## src/rtl/pd_pkg.sv

```systemverilog
package pd_pkg;

    localparam int PIX_W = 2;

    typedef enum logic [1:0] {W_IDLE, W_BUSY, W_DONE} wstate_e;
    typedef enum logic       {D_OFFER, D_SKIP}        dstate_e;

    // Pixel class from the low bits of the coordinate
    function automatic logic [PIX_W-1:0] pix_class(input logic xl, input logic yl);
        if (!xl && !yl)     return 2'd2;
        else if (xl && yl)  return 2'd1;
        else                return 2'd3;
    endfunction

endpackage

```

## src/rtl/pd_prio_pick.sv

```systemverilog
module pd_prio_pick #(
    parameter int N     = 5,
    parameter int IDX_W = 3
) (
    input  logic [N-1:0]     req,
    output logic [N-1:0]     gnt,
    output logic             any,
    output logic [IDX_W-1:0] idx
);

    always_comb begin
        gnt = '0;
        any = 1'b0;
        idx = '0;
        for (int i = 0; i < N; i++) begin
            if (req[i] && !any) begin
                gnt[i] = 1'b1;
                any    = 1'b1;
                idx    = IDX_W'(i);
            end
        end
    end

endmodule

```

## src/rtl/pd_dispatcher.sv

```systemverilog
module pd_dispatcher
    import pd_pkg::*;
#(
    parameter int N     = 5,
    parameter int SCR_W = 4,
    parameter int SCR_H = 4,
    parameter int XW    = 2,
    parameter int YW    = 2,
    parameter int IDX_W = 3
) (
    input  logic             clk,
    input  logic             rst_n,
    input  logic [N-1:0]     link_ready,
    output logic [N-1:0]     link_valid,
    output logic             fire,
    output logic [IDX_W-1:0] widx,
    output logic [XW-1:0]    cur_x,
    output logic [YW-1:0]    cur_y
);

    localparam logic [XW-1:0] X_LAST = XW'(SCR_W - 1);
    localparam logic [YW-1:0] Y_LAST = YW'(SCR_H - 1);

    dstate_e      st, st_nx;
    logic         offering;
    logic [N-1:0] gnt;
    logic         any_rdy;

    pd_prio_pick #(.N(N), .IDX_W(IDX_W)) u_pick (
        .req (link_ready),
        .gnt (gnt),
        .any (any_rdy),
        .idx (widx)
    );

    // State register
    always_ff @(posedge clk) begin
        if (!rst_n) st <= D_OFFER;
        else        st <= st_nx;
    end

    always_comb begin
        st_nx = st;
        unique case (st)
            D_OFFER: if (!any_rdy) st_nx = D_SKIP;
            D_SKIP:  st_nx = D_OFFER;
            default: st_nx = D_OFFER;
        endcase
    end

    // Outputs
    always_comb begin
        offering = 1'b0;
        unique case (st)
            D_OFFER: offering = 1'b1;
            D_SKIP:  offering = 1'b0;
            default: offering = 1'b0;
        endcase
    end

    assign link_valid = offering ? gnt : '0;
    assign fire       = offering && any_rdy;

    // Raster coordinate, advanced on transfer only
    always_ff @(posedge clk) begin
        if (!rst_n) begin
            cur_x <= '0;
            cur_y <= '0;
        end else if (fire) begin
            if (cur_x == X_LAST) begin
                cur_x <= '0;
                cur_y <= (cur_y == Y_LAST) ? '0 : cur_y + 1'b1;
            end else begin
                cur_x <= cur_x + 1'b1;
            end
        end
    end

    AST_SINGLE_LINK: assert property (@(posedge clk) disable iff (!rst_n)
        $onehot0(link_valid));
    AST_FIRE_READY: assert property (@(posedge clk) disable iff (!rst_n)
        fire |-> ((link_valid & link_ready) != '0));
    AST_SKIP_AFTER_MISS: assert property (@(posedge clk) disable iff (!rst_n)
        (st == D_OFFER && link_ready == '0) |=> !fire);
    AST_HOLD_COORD: assert property (@(posedge clk) disable iff (!rst_n)
        !fire |=> $stable({cur_x, cur_y}));
    AST_X_STEP: assert property (@(posedge clk) disable iff (!rst_n)
        (fire && cur_x != X_LAST) |=> (cur_x == $past(cur_x) + 1'b1 && cur_y == $past(cur_y)));
    AST_FRAME_WRAP: assert property (@(posedge clk) disable iff (!rst_n)
        (fire && cur_x == X_LAST && cur_y == Y_LAST) |=> (cur_x == '0 && cur_y == '0));

endmodule

```

## src/rtl/pd_worker.sv

```systemverilog
module pd_worker
    import pd_pkg::*;
#(
    parameter int XW      = 2,
    parameter int YW      = 2,
    parameter int MIN_LAT = 3,
    parameter int MAX_LAT = 5,
    parameter int SEED    = 1
) (
    input  logic             clk,
    input  logic             rst_n,
    input  logic             in_valid,
    output logic             in_ready,
    input  logic [XW-1:0]    in_x,
    input  logic [YW-1:0]    in_y,
    output logic             out_valid,
    input  logic             out_ready,
    output logic [PIX_W-1:0] out_pix,
    output logic [XW-1:0]    out_x,
    output logic [YW-1:0]    out_y
);

    localparam int SPAN = MAX_LAT - MIN_LAT + 1;
    localparam int CW   = $clog2(MAX_LAT + 1);
    localparam int LW   = 4;

    wstate_e        st, st_nx;
    logic [CW-1:0]  cnt;
    logic [LW-1:0]  lfsr;
    logic [CW-1:0]  cnt_init;

    assign cnt_init = CW'(MIN_LAT - 2 + (int'(lfsr) % SPAN));

    // State register
    always_ff @(posedge clk) begin
        if (!rst_n) st <= W_IDLE;
        else        st <= st_nx;
    end

    always_comb begin
        st_nx = st;
        unique case (st)
            W_IDLE:  if (in_valid)  st_nx = W_BUSY;
            W_BUSY:  if (cnt == '0) st_nx = W_DONE;
            W_DONE:  if (out_ready) st_nx = W_IDLE;
            default: st_nx = W_IDLE;
        endcase
    end

    // Outputs
    always_comb begin
        in_ready  = 1'b0;
        out_valid = 1'b0;
        unique case (st)
            W_IDLE:  in_ready  = 1'b1;
            W_BUSY:  ;
            W_DONE:  out_valid = 1'b1;
            default: ;
        endcase
    end

    // Item capture, latency counter and latency generator
    always_ff @(posedge clk) begin
        if (!rst_n) begin
            cnt     <= '0;
            lfsr    <= LW'(SEED);
            out_pix <= '0;
            out_x   <= '0;
            out_y   <= '0;
        end else if (st == W_IDLE && in_valid) begin
            cnt     <= cnt_init;
            lfsr    <= {lfsr[LW-2:0], lfsr[LW-1] ^ lfsr[LW-2]};
            out_pix <= pix_class(in_x[0], in_y[0]);
            out_x   <= in_x;
            out_y   <= in_y;
        end else if (st == W_BUSY && cnt != '0) begin
            cnt <= cnt - 1'b1;
        end
    end

    AST_ACCEPT_IDLE: assert property (@(posedge clk) disable iff (!rst_n)
        in_valid |-> in_ready);
    AST_CNT_BOUND: assert property (@(posedge clk) disable iff (!rst_n)
        (st == W_BUSY) |-> (int'(cnt) <= MAX_LAT - 2));
    AST_RESULT_HOLD: assert property (@(posedge clk) disable iff (!rst_n)
        (out_valid && !out_ready) |=> (out_valid && $stable(out_pix)));

endmodule

```

## src/rtl/pixel_dispatch_top.sv

```systemverilog
module pixel_dispatch_top
    import pd_pkg::*;
#(
    parameter int NUM_WORKERS = 5,
    parameter int SCR_W       = 4,
    parameter int SCR_H       = 4,
    parameter int MIN_LAT     = 3,
    parameter int MAX_LAT     = 5,
    localparam int XW    = (SCR_W > 1) ? $clog2(SCR_W) : 1,
    localparam int YW    = (SCR_H > 1) ? $clog2(SCR_H) : 1,
    localparam int IDX_W = (NUM_WORKERS > 1) ? $clog2(NUM_WORKERS) : 1
) (
    input  logic                         clk,
    input  logic                         rst_n,
    input  logic [NUM_WORKERS-1:0]       res_ready,
    output logic                         disp_fire,
    output logic [IDX_W-1:0]             disp_worker,
    output logic [XW-1:0]                disp_x,
    output logic [YW-1:0]                disp_y,
    output logic [NUM_WORKERS-1:0]       res_valid,
    output logic [PIX_W*NUM_WORKERS-1:0] res_pix,
    output logic [XW*NUM_WORKERS-1:0]    res_x,
    output logic [YW*NUM_WORKERS-1:0]    res_y
);

    logic [NUM_WORKERS-1:0] link_valid;
    logic [NUM_WORKERS-1:0] link_ready;

    pd_dispatcher #(
        .N(NUM_WORKERS), .SCR_W(SCR_W), .SCR_H(SCR_H),
        .XW(XW), .YW(YW), .IDX_W(IDX_W)
    ) u_disp (
        .clk        (clk),
        .rst_n      (rst_n),
        .link_ready (link_ready),
        .link_valid (link_valid),
        .fire       (disp_fire),
        .widx       (disp_worker),
        .cur_x      (disp_x),
        .cur_y      (disp_y)
    );

    for (genvar i = 0; i < NUM_WORKERS; i++) begin : g_worker
        pd_worker #(
            .XW(XW), .YW(YW), .MIN_LAT(MIN_LAT), .MAX_LAT(MAX_LAT),
            .SEED((i % 15) + 1)
        ) u_worker (
            .clk       (clk),
            .rst_n     (rst_n),
            .in_valid  (link_valid[i]),
            .in_ready  (link_ready[i]),
            .in_x      (disp_x),
            .in_y      (disp_y),
            .out_valid (res_valid[i]),
            .out_ready (res_ready[i]),
            .out_pix   (res_pix[i*PIX_W +: PIX_W]),
            .out_x     (res_x[i*XW +: XW]),
            .out_y     (res_y[i*YW +: YW])
        );
    end

endmodule

```

## config.mk

```make
export PLATFORM = sky130hd
export DESIGN_NAME = pixel_dispatch_top
export DESIGN_NICKNAME = d
export VERILOG_FILES = /design/src/rtl/pd_pkg.sv /design/src/rtl/pd_prio_pick.sv /design/src/rtl/pd_dispatcher.sv /design/src/rtl/pd_worker.sv /design/src/rtl/pixel_dispatch_top.sv
export SDC_FILE = /design/constraint.sdc
export NUM_CORES = 1
export LEC_CHECK = 0
export ABC_AREA = 1
export BUFFER_PORTS_ARGS = -buffer_cell sky130_fd_sc_hd__buf_2
export CORE_MARGIN = 5
export CORE_UTILIZATION = 25
export DETAILED_ROUTE_END_ITERATION = 10
export GPL_TIMING_DRIVEN = 0
export SKIP_LAST_GASP = 1
export SLEW_MARGIN = 5
export SYNTH_ARGS = -nofsm -noshare
export SYNTH_HDL_FRONTEND = slang
export SYNTH_SLANG_ARGS = --single-unit
```

## constraint.sdc

```tcl
create_clock -name clk -period 3.3 [get_ports clk]
set_input_delay 0.66 -clock clk [delete_from_list [all_inputs] [get_ports clk]]
set_output_delay 0.66 -clock clk [all_outputs]
set_load 0.05 [all_outputs]
```

==> Yosys cells after proc, flatten, opt, wreduce, memory -nomap -nowiden <==
Cells that the tools add are included.
{ "totals": {"regBits": 80, "inputBits": 7, "output_inout_bits": 43, "elab_cells": 193} }
{ "classes": {"addsub": 12, "div_mod_pow": 5, "eq_ne": 27, "mux": 61, "n_bitwise": 6, "n_reduce_logical": 49} }
{ "op_table": {"columns": ["operator", "n"], "rows": [
  ["$mod A5 B3 Y32 const B", 5],
  ["$mux W3", 13],
  ["$mux W2", 19],
  ["$pmux W2 S3", 5],
  ["$mux W1", 21],
  ["$ne A2 B2 Y1 const B", 10],
  ["$logic_and A1 B1 Y1", 17],
  ["$add A2 B3 Y3 const A", 5],
  ["$logic_not A3 Y1", 5],
  ["$reduce_and A3 Y1", 5],
  ["$reduce_bool A3 Y1", 5],
  ["$sub A3 B1 Y3 const B", 5],
  ["$eq A2 B2 Y1 const B", 7],
  ["$eq A2 B1 Y1 const B", 5],
  ["$logic_not A2 Y1", 5],
  ["$ne A2 B1 Y1 const B", 5],
  ["$reduce_bool A2 Y1", 5],
  ["$logic_not A1 Y1", 6],
  ["$mux W5", 1],
  ["$xor A1 B1 Y1", 5],
  ["$add A2 B1 Y2 const B", 2],
  ["$pmux W1 S2", 2],
  ["$reduce_and A2 Y1", 1],
  ["$not A1 Y1", 1]
]} }

==> Depth between registers and ports, before layout <==
{ "depth": {"word_depth": 18, "depth_mapped": 25, "mapped_depth_nobuf": 25} }

==> Modules after synthesis <==
From an unflattened synthesis, not the netlist that was laid out.
{ "hier_totals": {"cells_unflattened": 703, "hier_area_um2": 5131.2} }
{ "modules_own_cells": {"columns": ["mod", "n_inst", "cells_per_inst", "area_per_inst_um2", "seq_area_each_um2"], "rows": [
  ["pd_worker (g_worker[0].u_worker)", 1, 127, 955.9, 300.3],
  ["pd_worker (g_worker[2].u_worker)", 1, 127, 953.4, 300.3],
  ["pd_worker (g_worker[3].u_worker)", 1, 128, 950.9, 300.3],
  ["pd_worker (g_worker[1].u_worker)", 1, 127, 944.7, 300.3],
  ["pd_worker (g_worker[4].u_worker)", 1, 131, 943.4, 300.3],
  ["pd_dispatcher", 1, 43, 291.5, 100.1],
  ["pd_prio_pick", 1, 20, 91.3, 0.0]
]} }

==> Least setup slack after synthesis <==
OpenSTA, ideal clock, no wires.
{ "synth_timing": {"path_kind": "reg2reg", "startpoint": "register g_worker[0].u_worker.lfsr[3]", "endpoint": "register g_worker[0].u_worker.cnt[2]", "setup_time_ps": 131, "t_arrival_ps": 2873, "required_ps": 3169, "path_slack_ps": 296, "path_stages_with_launch": 22, "path_buffers": 0, "synth_period_minus_slack_ps": 3004, "path_cell_list": "dfxtp_1 -> inv_1 -> ha_1 -> ha_1 -> nand3_2 -> nand4_2 -> xor2_1 -> ha_1 -> nor3b_2 -> nand2_1 -> nor2_1 -> nand3_2 -> mux2_2 -> ha_1 -> inv_1 -> nand3_1 -> nand2_1 -> inv_1 -> nand2_1 -> nand3_1 -> nand2_1 -> a21oi_2"} }
{ "synth_between": {"elab_chain_len": 3} }
{ "synth_rtl": {"columns": ["item", "line_no", "source"], "rows": [
  ["start: declaration", "pd_worker.sv:29", "logic [LW-1:0] lfsr;"],
  ["start signal: assignment", "pd_worker.sv:66", "lfsr <= LW'(SEED);"],
  ["start signal: assignment", "pd_worker.sv:72", "lfsr <= {lfsr[LW-2:0], lfsr[LW-1] ^ lfsr[LW-2]};"],
  ["$mod A5 B3 Y32", "pd_worker.sv:32", "assign cnt_init = CW'(MIN_LAT - 2 + (int'(lfsr) % SPAN));"],
  ["$add A2 B3 Y3", "pd_worker.sv:32", null],
  ["$mux W3", "pd_worker.sv:70", "end else if (st == W_IDLE && in_valid) begin"],
  ["end signal: assignment", "pd_worker.sv:71", "cnt <= cnt_init;"],
  ["end signal: assignment", "pd_worker.sv:77", "cnt <= cnt - 1'b1;"],
  ["end: declaration", "pd_worker.sv:28", "logic [CW-1:0] cnt;"]
]} }
No other way between the ends.
A chain may end at the register's enable or synchronous reset.

==> Final worst setup path <==
{ "layout_timing": {"startpoint": "register g_worker[3].u_worker.lfsr[2]", "endpoint": "register g_worker[3].u_worker.cnt[2]"} }
{ "layout_between": {"elab_chain_len": 3} }
{ "layout_rtl": {"columns": ["item", "line_no"], "rows": [
  ["start: declaration", "pd_worker.sv:29"],
  ["start signal: assignment", "pd_worker.sv:66"],
  ["start signal: assignment", "pd_worker.sv:72"],
  ["$mod A5 B3 Y32", "pd_worker.sv:32"],
  ["$add A2 B3 Y3", "pd_worker.sv:32"],
  ["$mux W3", "pd_worker.sv:70"],
  ["end signal: assignment", "pd_worker.sv:71"],
  ["end signal: assignment", "pd_worker.sv:77"],
  ["end: declaration", "pd_worker.sv:28"]
]} }
No other way between the ends.

==> run metrics <==
NetSw just over 2000 uW; Max-cap violations 0; nets around 840; combinational share of power 0.477; cell area power density a little under 800 mW/mm^2; Slew headroom 0.568; DPL Wire Length just under 10000 um; worst-path fanout max 6; worst hold path class reg -> reg; # fillers 2194; first drt pass iteration count 5; Port-buffer cells 49; placer congestion estimate roughly 0.81; GRT Overall Usage 0.110; Die Span X 152 um; Fmax achieved around 320 MHz; Hold Fails Final Rpt 0; sequential fraction of the synthesis area 0.319; grt ovf 0; CTS H-tree depth 3; vias per inst roughly 4.3; Worst-path clk slew 60 ps; CTS tree built; Synth-to-Final Area Change 22.5%; Worst Path Required around 3600 ps; area of the die 0.0230 mm^2; Core ar. approximately 0.020 mm^2; total power 4860 uW; Avg Cell Area, Syn 7.11 um^2; Wirelength per Cell 12.3 um; initial core utilization 0.256; top post-synthesis cells by count 124 x inv_1, 118 x nand2_1, 80 x dfxtp_1; total number of vias 4483; worst-case clock skew ~9.1 ps; Ports 50; number of clock sinks 80; num rows 51; Mapped Nets 768; asr flop ratio synth 0; WS Path Type reg -> reg; Worst-Skew Late Latency 340 ps; pre-CTS WS -65.7 ps; #FFs+latches synth 80; mapped cell area around 0.005 mm^2; largest net degree at the start of global routing 14; final WL around 13000 um; share of the cycle needed by the critical path after routing 0.943; Antenna Nets Post-Route 0; leading area contributor after synthesis dfxtp_1; DRC Markers 0; vias in the first global route between 4000 and 5000; CTS buffer count 9; synth unique cells 40; Max VDD drop between 0.2 and 0.3 mV; Worst Path Arrival around 3400 ps; sequential share of power 0.269; P_int ~2800 uW; first-pass GRT wire length 20800 um; endpoint type of the worst setup path register; initial antenna violation count 0; root buf cell clkbuf_16; Clk pwr share 0.254; leakage about 0.0029 uW; RSZ-0062 raised after global routing yes; # hold bufs at CTS 0; drt initial violations between 200 and 300; layout cells sized above 1 0.206; min Tclk post-route 3110 ps; outcome completed; Die Span Y roughly 150 um; ANT cells 0; Final Setup Violations 0; most common flop cell mapped by yosys dfxtp_1; cells after synthesis around 700; fin. max-slew vios 0; Util after Layout 0.313; most frequent cell after synthesis inv_1; top cell type's share of synthesized area 0.319; Startpoint Class register; synth warn 0; measured slew at the worst slew-check pin 648 ps; Clock Path Buffers 2; Net Sw Frac 0.418; final worst setup slack about 190 ps; top cells by area, synth dfxtp_1 32%, ha_1 13%, inv_1 9.3%; number of synthesized flops with an enable pin 0
==> cells in the final DEF, fill, tap and decap left out, types with 4 or more instances in the layout <==
cell,instances
inv_1,123
nand2_1,115
dfxtp_1,73
nor2_1,60
o21ai_0,55
buf_2,55
a21oi_1,49
ha_1,44
nand3_1,39
a31oi_1,13
buf_4,12
clkbuf_1,11
nand2_2,11
o21ai_1,10
xor2_1,9
ha_2,9
clkbuf_16,9
nor2_2,8
a21oi_2,5
dfxtp_4,5
inv_2,4
nand3_2,4
nor3_1,4
bufinv_16,4
==> layer usage <==
layer / wire (um) / global-route usage / share of wire
met1: 6260 / 0.147 / 0.49
met5: 0 / 0 / 0
met4: 106 / 0.0291 / 0.0083
met3: 537 / 0.0261 / 0.042
met2: 5940 / 0.178 / 0.46
==> cells by family (layout without fill, tap and decap cells) <==
family	Yosys count	after routing	synth area share
AO/OA/AOI/OAI	142	142	0.154
AND/OR/NAND/NOR	259	259	0.234
buffers and inverters	156	227	0.126
multiplexers	4	4	0.00896
adder cells (fa/ha/maj)	54	54	0.134
flip-flops	80	80	0.319
XOR/XNOR	12	12	0.0239
==> power groups by stage <==
stage               combinational (uW)  clock (uW)  sequential [uW]
finish                            2320        1240             1310
global placement                  2230           0             1320
global route                      2710        1300             1340
floorplan                         1580           0             1530
CTS                               2280        1260             1300
detailed placement                2250           0             1320
==> path summary, 6_finish.rpt <==
check / startpoint / endpoint / slack, ps / cells past startpoint
max reg2reg: g_worker[3].u_worker.lfsr[2] / g_worker[3].u_worker.cnt[2] / 190 / 22
min reg2reg: g_worker[3].u_worker.out_x[1] / g_worker[3].u_worker.out_x[1] / 460 / 2
min: g_worker[3].u_worker.out_x[1] / g_worker[3].u_worker.out_x[1] / 460 / 2
max: g_worker[3].u_worker.lfsr[2] / g_worker[3].u_worker.cnt[2] / 190 / 22
==> metrics by stage <==
stage	cells	hold WS (ps)	setup TNS [ps]	cell area, um^2
floorplan	707	443	0	5030
detailed placement	1021	452	-71.1	5600
global placement	1021	447	-0.756	5600
global route	1043	487	-37.0	6160
CTS	1036	462	-7.33	5970
finish	1043	462	0	6160
==> registers in the layout, indices dropped and copies added, names as in the netlist <==
| name | count |
|---|---|
| u_disp.cur_x | 2 |
| g_worker.u_worker.out_y | 10 |
| u_disp.st | 1 |
| g_worker.u_worker.out_x | 10 |
| g_worker.u_worker.st | 10 |
| g_worker.u_worker.cnt | 15 |
| g_worker.u_worker.out_pix | 10 |
| g_worker.u_worker.lfsr | 20 |
| u_disp.cur_y | 2 |
==> critical path, cell delays in order, from the launching register on <==
cell	delay [ps]
dfxtp_4	370
clkbuf_1	90
ha_1	270
nand2_2	70
nand3_2	60
nand2_2	80
inv_4	80
nand2_4	60
xor2_1	170
ha_2	210
nor3b_2	170
nand2_1	80
nor2_2	150
nand3_4	120
mux2_4	310
ha_2	200
inv_1	70
nand3_1	70
nand2_1	70
nand3_1	60
nand3_1	80
nand2_1	70
a21oi_2	110
==> repair_timing <==
action	CTS	global route
endpoints found under the setup margin	2	7
buffers inserted	0	7
resized for setup	2	40
pin swaps	0	11
cloned	0	0
==> final cells by class <==
type,count,area (um^2),share of cell area
buffer,27,150,0.0244
multi-input combinational,471,2900,0.471
timing repair buffer,56,298,0.0483
inverter,129,488,0.0792
tap,265,332,0.0538
clock inverter,5,129,0.0209
sequential,80,1620,0.263
clock buffer,10,239,0.0388
No activity file was read; power rests on OpenSTA's default activity.
